--- src/rtl/spim_pkg.sv ---
package spim_pkg;

  localparam int RATE_W = 2;
  localparam int CNT_W  = (1 << RATE_W) - 1;

  typedef enum logic [1:0] {
    OFS_DATA = 2'd0,
    OFS_MODE = 2'd1,
    OFS_SEL  = 2'd2,
    OFS_STAT = 2'd3
  } reg_ofs_e;

  typedef struct packed {
    logic [RATE_W-1:0] rate;
    logic              cpha;
    logic              cpol;
  } mode_t;

  // last count value of one half period of sclk, i.e. 2^rate - 1
  function automatic logic [CNT_W-1:0] half_last(input logic [RATE_W-1:0] rate);
    logic [CNT_W:0] one;
    one = {{CNT_W{1'b0}}, 1'b1};
    return CNT_W'((one << rate) - 1'b1);
  endfunction

  // even edge numbers are leading edges; data is sampled on leading
  // edges when cpha is 0 and on trailing edges when cpha is 1
  function automatic logic is_sample_edge(input logic k_lsb, input logic cpha);
    return k_lsb == cpha;
  endfunction

endpackage

--- src/rtl/spim_clkgen.sv ---
module spim_clkgen
  import spim_pkg::*;
(
  input  logic              clk,
  input  logic              rst_n,
  input  logic              run,
  input  logic [RATE_W-1:0] rate,
  output logic              edge_stb
);

  logic [CNT_W-1:0] cnt;
  logic [CNT_W-1:0] lim;

  assign lim      = half_last(rate);
  assign edge_stb = run && (cnt == lim);

  always_ff @(posedge clk or negedge rst_n) begin
    if (!rst_n)        cnt <= '0;
    else if (!run)     cnt <= '0;
    else if (edge_stb) cnt <= '0;
    else               cnt <= cnt + 1'b1;
  end

  // the half-period counter never passes its limit while running
  a_r5_cnt_bound: assert property (@(posedge clk) disable iff (!rst_n)
    run |-> cnt <= lim);

  // edges are spaced by a full half period
  a_r5_edge_gap: assert property (@(posedge clk) disable iff (!rst_n)
    edge_stb && lim != '0 |=> !edge_stb);

endmodule

--- src/rtl/spim_engine.sv ---
module spim_engine
  import spim_pkg::*;
#(
  parameter int DW = 8
) (
  input  logic          clk,
  input  logic          rst_n,
  input  logic          start,
  input  logic [DW-1:0] load_byte,
  input  logic          cpol,
  input  logic          cpha,
  input  logic          edge_stb,
  input  logic          miso,
  output logic          busy,
  output logic          sclk,
  output logic          mosi,
  output logic [DW-1:0] rx_byte,
  output logic          xfer_end
);

  localparam int EDGES = 2 * DW;
  localparam int K_W   = $clog2(EDGES);
  localparam logic [K_W-1:0] K_LAST = K_W'(EDGES - 1);

  logic [K_W-1:0] k;
  logic           sclk_q;
  logic [DW-1:0]  tx_sr;
  logic [DW-1:0]  rx_sr;
  logic           sample_now;
  logic           shift_now;

  assign xfer_end   = busy && edge_stb && (k == K_LAST);
  assign sample_now = busy && edge_stb && is_sample_edge(k[0], cpha);
  assign shift_now  = busy && edge_stb && !is_sample_edge(k[0], cpha)
                      && (k != '0) && (k != K_LAST);

  always_ff @(posedge clk or negedge rst_n) begin
    if (!rst_n) begin
      busy   <= 1'b0;
      k      <= '0;
      sclk_q <= 1'b0;
      tx_sr  <= '0;
      rx_sr  <= '0;
    end else if (start && !busy) begin
      busy   <= 1'b1;
      k      <= '0;
      sclk_q <= cpol;
      tx_sr  <= load_byte;
    end else if (busy && edge_stb) begin
      sclk_q <= ~sclk_q;
      k      <= k + 1'b1;
      if (sample_now) rx_sr <= {rx_sr[DW-2:0], miso};
      if (shift_now)  tx_sr <= {tx_sr[DW-2:0], 1'b0};
      if (xfer_end)   busy  <= 1'b0;
    end
  end

  assign sclk    = busy ? sclk_q : cpol;
  assign mosi    = tx_sr[DW-1];
  assign rx_byte = rx_sr;

  // after the final edge the clock has toggled back to its idle level
  a_r3_end_at_idle: assert property (@(posedge clk) disable iff (!rst_n)
    xfer_end |-> sclk_q != cpol);

  // mosi does not move across a sampling edge
  a_r4_mosi_steady: assert property (@(posedge clk) disable iff (!rst_n)
    sample_now |=> $stable(mosi));

  // the exchange stops after its last edge
  a_r2_end_idle: assert property (@(posedge clk) disable iff (!rst_n)
    xfer_end |=> !busy);

endmodule

--- src/rtl/spim_regs.sv ---
module spim_regs
  import spim_pkg::*;
#(
  parameter int DW     = 8,
  parameter int NUM_CS = 4,
  parameter int IDX_W  = 3
) (
  input  logic              clk,
  input  logic              rst_n,
  input  logic              bus_wr,
  input  logic              bus_rd,
  input  logic [1:0]        bus_addr,
  input  logic [DW-1:0]     bus_wdata,
  output logic [DW-1:0]     bus_rdata,
  input  logic              busy,
  input  logic              xfer_end,
  input  logic [DW-1:0]     rx_byte,
  output logic              start,
  output logic              coll_evt,
  output mode_t             mode,
  output logic [NUM_CS-1:0] cs_n
);

  localparam int MODE_W = $bits(mode_t);

  logic             wr_data, wr_mode, wr_sel, wr_stat, rd_data;
  logic             done_q, coll_q;
  logic             sel_en;
  logic [IDX_W-1:0] sel_idx;

  assign wr_data = bus_wr && (bus_addr == OFS_DATA);
  assign wr_mode = bus_wr && (bus_addr == OFS_MODE);
  assign wr_sel  = bus_wr && (bus_addr == OFS_SEL);
  assign wr_stat = bus_wr && (bus_addr == OFS_STAT);
  assign rd_data = bus_rd && (bus_addr == OFS_DATA);

  assign start    = wr_data && !busy;
  assign coll_evt = wr_data && busy;

  always_ff @(posedge clk or negedge rst_n) begin
    if (!rst_n) begin
      mode    <= '0;
      sel_en  <= 1'b0;
      sel_idx <= '0;
    end else if (!busy) begin
      if (wr_mode) mode <= mode_t'(bus_wdata[MODE_W-1:0]);
      if (wr_sel) begin
        sel_en  <= bus_wdata[DW-1];
        sel_idx <= bus_wdata[IDX_W-1:0];
      end
    end
  end

  always_ff @(posedge clk or negedge rst_n) begin
    if (!rst_n)        done_q <= 1'b0;
    else if (xfer_end) done_q <= 1'b1;
    else if (rd_data)  done_q <= 1'b0;
  end

  always_ff @(posedge clk or negedge rst_n) begin
    if (!rst_n)                      coll_q <= 1'b0;
    else if (coll_evt)               coll_q <= 1'b1;
    else if (wr_stat && bus_wdata[1]) coll_q <= 1'b0;
  end

  for (genvar i = 0; i < NUM_CS; i++) begin : g_cs
    assign cs_n[i] = !(sel_en && (sel_idx == IDX_W'(i)));
  end

  always_comb begin
    bus_rdata = '0;
    case (bus_addr)
      OFS_DATA: bus_rdata = rx_byte;
      OFS_MODE: bus_rdata[MODE_W-1:0] = mode;
      OFS_SEL: begin
        bus_rdata[DW-1]      = sel_en;
        bus_rdata[IDX_W-1:0] = sel_idx;
      end
      default: bus_rdata[2:0] = {busy, coll_q, done_q};
    endcase
  end

  // a data write during an exchange leaves the collision flag set
  a_r8_coll_set: assert property (@(posedge clk) disable iff (!rst_n)
    coll_evt |=> coll_q);

  // mode is frozen while an exchange runs
  a_r7_mode_frozen: assert property (@(posedge clk) disable iff (!rst_n)
    busy && $past(busy) |-> $stable(mode));

  // end of exchange always leaves done set
  a_r11_done_wins: assert property (@(posedge clk) disable iff (!rst_n)
    xfer_end |=> done_q);

endmodule

--- src/rtl/spi_byte_master.sv ---
module spi_byte_master
  import spim_pkg::*;
#(
  parameter int DW     = 8,
  parameter int NUM_CS = 4,
  parameter int IDX_W  = 3
) (
  input  logic              clk,
  input  logic              rst_n,
  input  logic              bus_wr,
  input  logic              bus_rd,
  input  logic [1:0]        bus_addr,
  input  logic [DW-1:0]     bus_wdata,
  output logic [DW-1:0]     bus_rdata,
  output logic              sclk,
  output logic              mosi,
  input  logic              miso,
  output logic [NUM_CS-1:0] cs_n
);

  logic          start_go;
  logic          coll_evt;
  logic          edge_stb;
  logic          xfer_end;
  logic          busy;
  logic [DW-1:0] rx_byte;
  mode_t         mode;

  spim_regs #(.DW(DW), .NUM_CS(NUM_CS), .IDX_W(IDX_W)) u_regs (
    .clk(clk), .rst_n(rst_n),
    .bus_wr(bus_wr), .bus_rd(bus_rd), .bus_addr(bus_addr),
    .bus_wdata(bus_wdata), .bus_rdata(bus_rdata),
    .busy(busy), .xfer_end(xfer_end), .rx_byte(rx_byte),
    .start(start_go), .coll_evt(coll_evt), .mode(mode), .cs_n(cs_n)
  );

  spim_clkgen u_clk (
    .clk(clk), .rst_n(rst_n), .run(busy), .rate(mode.rate),
    .edge_stb(edge_stb)
  );

  spim_engine #(.DW(DW)) u_eng (
    .clk(clk), .rst_n(rst_n), .start(start_go), .load_byte(bus_wdata),
    .cpol(mode.cpol), .cpha(mode.cpha), .edge_stb(edge_stb), .miso(miso),
    .busy(busy), .sclk(sclk), .mosi(mosi), .rx_byte(rx_byte),
    .xfer_end(xfer_end)
  );

  // never more than one select line low
  a_r6_cs_single: assert property (@(posedge clk) disable iff (!rst_n)
    $onehot0(~cs_n));

  // select lines hold still during an exchange
  a_r7_cs_frozen: assert property (@(posedge clk) disable iff (!rst_n)
    busy && $past(busy) |-> $stable(cs_n));

  // an exchange only begins from an accepted idle data write
  a_r2_start_src: assert property (@(posedge clk) disable iff (!rst_n)
    $rose(busy) |-> $past(start_go));

  // a colliding write never restarts the running exchange
  a_r8_no_restart: assert property (@(posedge clk) disable iff (!rst_n)
    coll_evt |=> busy || $past(xfer_end));

endmodule

--- config.mk ---
export PLATFORM = sky130hd
export DESIGN_NAME = spi_byte_master
export DESIGN_NICKNAME = d
export VERILOG_FILES = /design/src/rtl/spim_pkg.sv /design/src/rtl/spim_clkgen.sv /design/src/rtl/spim_engine.sv /design/src/rtl/spim_regs.sv /design/src/rtl/spi_byte_master.sv
export SDC_FILE = /design/constraint.sdc
export NUM_CORES = 1
export LEC_CHECK = 0
export ABC_CLOCK_PERIOD_IN_PS = 4230
export BUFFER_PORTS_ARGS = -buffer_cell sky130_fd_sc_hd__buf_2
export CORE_MARGIN = 4
export CORE_UTILIZATION = 60
export DETAILED_ROUTE_END_ITERATION = 8
export GPL_TIMING_DRIVEN = 0
export PLACE_DENSITY = 0.84
export SLEW_MARGIN = 20
export SYNTH_ARGS = -nofsm -noshare
export SYNTH_HDL_FRONTEND = slang
export SYNTH_HIERARCHICAL = 1
export SYNTH_SLANG_ARGS = --single-unit
--- constraint.sdc ---
create_clock -name clk -period 4.23 [get_ports clk]
set_clock_uncertainty 0.05 [all_clocks]
set_input_delay 0.423 -clock clk [delete_from_list [all_inputs] [get_ports clk]]
set_output_delay 0.423 -clock clk [all_outputs]
set_load 0.01 [all_outputs]
=== After elaboration in Yosys (flattened, before gate mapping) ===
Index checks and enable logic that the tools add are counted.
W data, S select, Z words.

* Register bits after elaboration: 35
* Input bits: 15
* Output and inout port bits: 14

* Add/sub/neg operators: 3
* Equal/unequal tests: 10
* Shift-type cells: 1
* Muxes and demuxes: 21
* Bitwise logic cells: 3
* Reductions and logical operators: 39

{| class="wikitable"
|+ Operators by type and width
! kind !! count
|-
| $mux W8 || 3
|-
| $logic_and A1 B1 Y1 || 20
|-
| $mux W1 || 10
|-
| $reduce_bool A2 Y1 || 5
|-
| $mux W3 || 3
|-
| $pmux W3 S3 || 1
|-
| $mux W4 || 2
|-
| $reduce_and A2 Y1 || 4
|-
| $eq A3 B2 Y1 const B || 2
|-
| $logic_not A1 Y1 || 6
|-
| $add A4 B1 Y4 const B || 1
|-
| $eq A2 B2 Y1 const B || 2
|-
| $eq A4 B4 Y1 const B || 1
|-
| $ne A4 B4 Y1 const B || 1
|-
| $pmux W1 S2 || 2
|-
| $reduce_bool A4 Y1 || 1
|-
| $add A3 B1 Y3 const B || 1
|-
| $eq A3 B1 Y1 const B || 1
|-
| $eq A3 B3 Y1 || 1
|-
| $logic_not A3 Y1 || 1
|-
| $not A1 Y1 || 3
|-
| $reduce_and A3 Y1 || 1
|-
| $shl A1 B2 Y3 const A || 1
|-
| $sub A3 B1 Y3 const B || 1
|-
| 3 further kinds || 3
|}

=== Logic depth before layout (Yosys ltp) ===
* Word-level depth: 11
* Depth in mapped cells: 9
* Mapped depth without buffers: 7

=== Hierarchy ===
The synthesis kept the hierarchy.

{| class="wikitable"
|+ By module, submodules not included
! module !! instances !! cells an instance !! area an instance (um^2) !! seq. area each (um^2)
|-
| spim_engine || 1 || 92 || 1,034.7 || 550.5
|-
| spim_regs || 1 || 44 || 604.3 || 250.2
|-
| spim_clkgen || 1 || 19 || 180.2 || 75.1
|}

=== Least setup slack after synthesis ===
Ideal clock, no wire load.

* Kind: flip-flop to flip-flop
* Start: register u_regs/mode[3] (netlist name)
* End: register u_eng.tx_sr[1]
* Setup time: 0.137 ns
* Arrival: 1.943 ns
* Required time: 4.043 ns
* Setup slack: 2.100 ns
* Stages on the path, launching flop included: 10
* Path buffers: 2
* Clock period less this slack: 2.130 ns
* Path through: dfrtp_1 -> or3_1 -> a21oi_2 -> o21a_1 -> buf_2 -> nand2_1 -> and4b_1 -> buf_6 -> mux2i_1 -> a21oi_1

* Longest elaborated chain between the ends: 10

{| class="wikitable"
|+ RTL lines
! item !! line !! RTL
|-
| $shl A1 B2 Y3 (*) || spim_pkg.sv:23 || <nowiki>return CNT_W'((one << rate) - 1'b1);</nowiki>
|-
| $sub A3 B1 Y3 (*) || spim_pkg.sv:23 ||
|-
| $eq A3 B3 Y1 (*) || spim_clkgen.sv:15 || <nowiki>assign edge_stb = run && (cnt == lim);</nowiki>
|-
| $logic_and A1 B1 Y1 (*) || spim_clkgen.sv:15 ||
|-
| via edge_stb || spi_byte_master.sv:23 || <nowiki>logic edge_stb;</nowiki>
|-
| $logic_and A1 B1 Y1 (*) || spim_engine.sv:34, spim_engine.sv:49 ||
|-
| $logic_and A1 B1 Y1 || spim_engine.sv:34 || <nowiki>assign shift_now = busy && edge_stb && !is_sample_edge(k[0], cpha)</nowiki>
|-
| $logic_and A1 B1 Y1 (2 in a row) || spim_engine.sv:35 || <nowiki>&& (k != '0) && (k != K_LAST);</nowiki>
|-
| $reduce_bool A2 Y1 (no line) || - ||
|-
| $reduce_and A2 Y1 (no line) (*) || - ||
|-
| end signal: assignment || spim_engine.sv:48 || <nowiki>tx_sr <= load_byte;</nowiki>
|-
| end signal: assignment || spim_engine.sv:53 || <nowiki>if (shift_now) tx_sr <= {tx_sr[DW-2:0], 1'b0};</nowiki>
|-
| end: declaration || spim_engine.sv:27 || <nowiki>logic [DW-1:0] tx_sr;</nowiki>
|}

The timed path passes the listed nets; every way through them passes the cells marked *.
A chain may end at the register's enable or synchronous reset.

=== Worst setup path in the final report ===
* Start: register u_regs/mode[3] (netlist name)
* End: register u_eng.rx_sr[5], in the netlist u_eng/rx_byte[5]

* Longest elaborated chain between the ends: 7

{| class="wikitable"
|+ RTL lines
! item !! line !! RTL
|-
| $shl A1 B2 Y3 (*) || spim_pkg.sv:23 ||
|-
| $sub A3 B1 Y3 (*) || spim_pkg.sv:23 ||
|-
| $eq A3 B3 Y1 (*) || spim_clkgen.sv:15 ||
|-
| $logic_and A1 B1 Y1 (*) || spim_clkgen.sv:15 ||
|-
| via edge_stb || spi_byte_master.sv:23 ||
|-
| $logic_and A1 B1 Y1 (*) || spim_engine.sv:33, spim_engine.sv:49 ||
|-
| $logic_and A1 B1 Y1 || spim_engine.sv:33 || <nowiki>assign sample_now = busy && edge_stb && is_sample_edge(k[0], cpha);</nowiki>
|-
| $reduce_and A3 Y1 (no line) (*) || - ||
|-
| end signal: assignment || spim_engine.sv:52 || <nowiki>if (sample_now) rx_sr <= {rx_sr[DW-2:0], miso};</nowiki>
|-
| end: declaration || spim_engine.sv:28 || <nowiki>logic [DW-1:0] rx_sr;</nowiki>
|}

Marked as above.

==> results.md <==
- Starting density of the core: 0.643
- DIE AREA: 3980 sq um
- Fin area: 2050 sq um
- Max Root-Sink Buffers: 2
- Post-CTS Setup Bufs: 0
- Hold buffers post-CTS: 0
- Pwr Total: 1.26 mW
- CTS buffer count: 5
- EDFF count, synth: 0
- DR vias: 1324
- Post-synth top area cell: dfrtp_1
- Setup TNS: 0 ns
- Inst Count DP: 214
- Largest net degree at the start of global routing: 36
- # diodes: 0
- Total gr overflow: 0
- Power Dens Cells: 615 nW/um^2
- Starting DRT DRC Count: 66
- WP data arrival: 2.63 ns
- Worst skew pair latency: 0.33 ns
- First-pass GRT wire length: 6180 microns
- CP Class: register to register
- Top post-synthesis cells by area: dfrtp_1 48%, mux2_2 11%, mux2i_1 5.0%
- Pins Over Slew Limit: 0
- # resized after CTS: 0
- Yosys warnings: 6
- Worst R2R Setup Slack: 1.78 ns
- Synthesized flop and latch total: 35
- Via density: 5.96
- Synth top area share: 0.481
- Reg-to-reg startpoint: u_regs/mode[3]$_DFFE_PN0P_
- Mapped Cells: 155
- Placer congestion estimate: 0.736
- Worst-case reg-to-reg path depth: 7
- Hold Crit Class: input pin to asynchronous set/reset pin
- Final Hold Fails: 0
- Top-count cell post-synth: dfrtp_1
- Post-Syn Area: 1820 sq um
- Non-filler cells, final: 222
- Type of origin of the critical path: register
- Area of the core: 2830 sq um
- DP HPWL: 2670 microns
- Fraction of registers with async set/reset: 1.00
- Register area share after synthesis: 0.481
- DRC: 0
- Cell Rows: 19
- Slew margin rel.: 0.504
- NumNets Final: 208
- Max VDD drop: 372 uV
- Crit. End Element: register
- CTS sink cnt: 35
- Avg Inst Size Synth: 11.7 sq um
- Vias in the first global route: 1323
- Die height: 63.1 microns
- CTS tree: built
- Tot GR Track Use: 0.199
- WL per Instance: 16.3 microns
- Final setup viols: 0
- Final worst path period share: 0.580
- Syn nets: 173
- DRT Pass-1 Iters: 4
- Top FF cell, synth: dfrtp_1
- Status: finished, final reports clean
- CTS Root Buffer Type: clkbuf_4
- Final wirelength: 3620 microns
- Critical Path RT: 4.40 ns
- Number of H-tree levels: 2
- Count of cell types in the netlist: 42
- Max Freq: 0.408 GHz
- Synth cell count leaders: 35 x dfrtp_1, 17 x mux2_2, 14 x nor2_1, 9 x mux2i_1
- Die width: 63.1 microns
- Crit path time final: 2.45 ns
- Least-Margin Pin Slew: 0.734 ns
- Crit-path max FO: 8
- # IOs: 29
- Layout area overhead: 12.6%
- RSZ-0062 raised after global routing: false
- LEAKAGE: 0.926 nW
- Antenna violations before repair: 0
- Max cap viols: 0
- Port Buffers: 28
- Post-route ant nets: 0
- Placed instance area: 2000 sq um
- Share of layout cells above drive strength 1: 0.330
- RR Endpoint: u_eng/rx_byte[5]$_DFFE_PN0P_
- CTS clk-pin slew, worst paths: 0.10 ns
[kinds of logic (layout without fill, tap and decap cells)]
family,after synthesis,in the layout,synth area share
AOI/OAI and AO/OA,21,21,0.0757
xor gates and xnor gates,5,5,0.0241
adders and majority gates,3,3,0.0206
buffers and inverters,10,46,0.0344
DFF,35,35,0.481
muxes,29,29,0.192
and+or+nand+nor,52,52,0.172
[cells in the final DEF, fill, tap and decap left out, types with 2 or more instances in the layout]
master / n
and2_1: 3
nand2_1: 8
or3b_1: 2
buf_6: 3
ha_1: 3
a22o_1: 3
nor2b_1: 3
mux2i_1: 9
nand4bb_1: 2
nand3_1: 4
nor2_1: 14
inv_1: 3
clkbuf_4: 5
a21oi_1: 8
clkbuf_1: 3
nor3_1: 3
mux4_2: 3
xor2_1: 2
xnor2_1: 3
dfrtp_1: 35
and4bb_1: 2
o21ai_0: 3
buf_2: 30
mux2_2: 17
[where the power goes]
group	internal, mW	switching (mW)	leakage, nW
logic	0.264	0.209	0.472
registers	0.471	0.143	0.425
clock network	0.0648	0.107	0.0293
total	0.800	0.459	0.926
[worst max-delay path by stage]
| stage | start | to | cells past startpoint |
|---|---|---|---|
| 2_1_floorplan | u_regs/mode[3]$_DFFE_PN0P_ | u_eng/tx_sr[1]$_DFFE_PN0P_ | 9 |
| 3_3_place_gp | u_regs/mode[3]$_DFFE_PN0P_ | u_eng/rx_byte[5]$_DFFE_PN0P_ | 7 |
| 3_5_place_dp | u_regs/mode[3]$_DFFE_PN0P_ | u_eng/rx_byte[5]$_DFFE_PN0P_ | 7 |
| 4_1_cts | u_regs/mode[3]$_DFFE_PN0P_ | u_eng/rx_byte[5]$_DFFE_PN0P_ | 7 |
| 5_1_grt | u_regs/mode[2]$_DFFE_PN0P_ | u_eng/tx_sr[1]$_DFFE_PN0P_ | 9 |
| 6_report | u_regs/mode[3]$_DFFE_PN0P_ | u_eng/rx_byte[5]$_DFFE_PN0P_ | 7 |
[area by class of cell]
| cell class | instances | area (sq um) |
|---|---|---|
| tap | 31 | 38.8 |
| inverter | 3 | 11.3 |
| timing repair buffer | 28 | 140 |
| multi-input combinational | 110 | 881 |
| sequential | 35 | 876 |
| clock inverter | 1 | 5.00 |
| clock buffer | 7 | 45.0 |
| buffer | 7 | 51.3 |
| fill | 188 | 781 |
[sequential cells by signal, indices dropped and copies added, names as in the netlist]
name            cells
u_eng/k             4
u_eng/tx_sr         8
u_eng/rx_byte       8
u_regs/coll_q       1
u_regs/sel_idx      3
u_regs/done_q       1
u_clk/cnt           3
u_eng/sclk_q        1
u_regs/sel_en       1
u_regs/mode         4
u_eng/busy          1
[per-stage QoR]
stage           util  worst slack, ns  hold WS (ns)
6_report       0.724             1.78        0.0895
5_1_grt        0.724             1.61         0.136
4_1_cts        0.724             1.80         0.106
3_5_place_dp   0.706             1.81         0.444
3_3_place_gp   0.706             1.86         0.410
2_1_floorplan      -             2.10        0.0774
[worst max-delay path, cell delays in order, from the launching register on]
cell and delay, ns:
dfrtp_1 0.46, or3_1 0.42, a21oi_2 0.20, o21a_1 0.15
buf_2 0.20, nand2_1 0.11, nor2_2 0.37, mux2_2 0.39
[per-layer routing]
layer | part of all wire | routed length [microns] | track usage | vias up
li1 | - | - | - | 635
met1 | 0.43 | 1570 | 0.251 | 638
met2 | 0.49 | 1770 | 0.318 | 43
met3 | 0.060 | 218 | 0.0462 | 8
met4 | 0.018 | 67 | 0.105 | 0
met5 | 0 | 0 | 0 | -
Note: power is estimated with default switching activity, not from simulation.
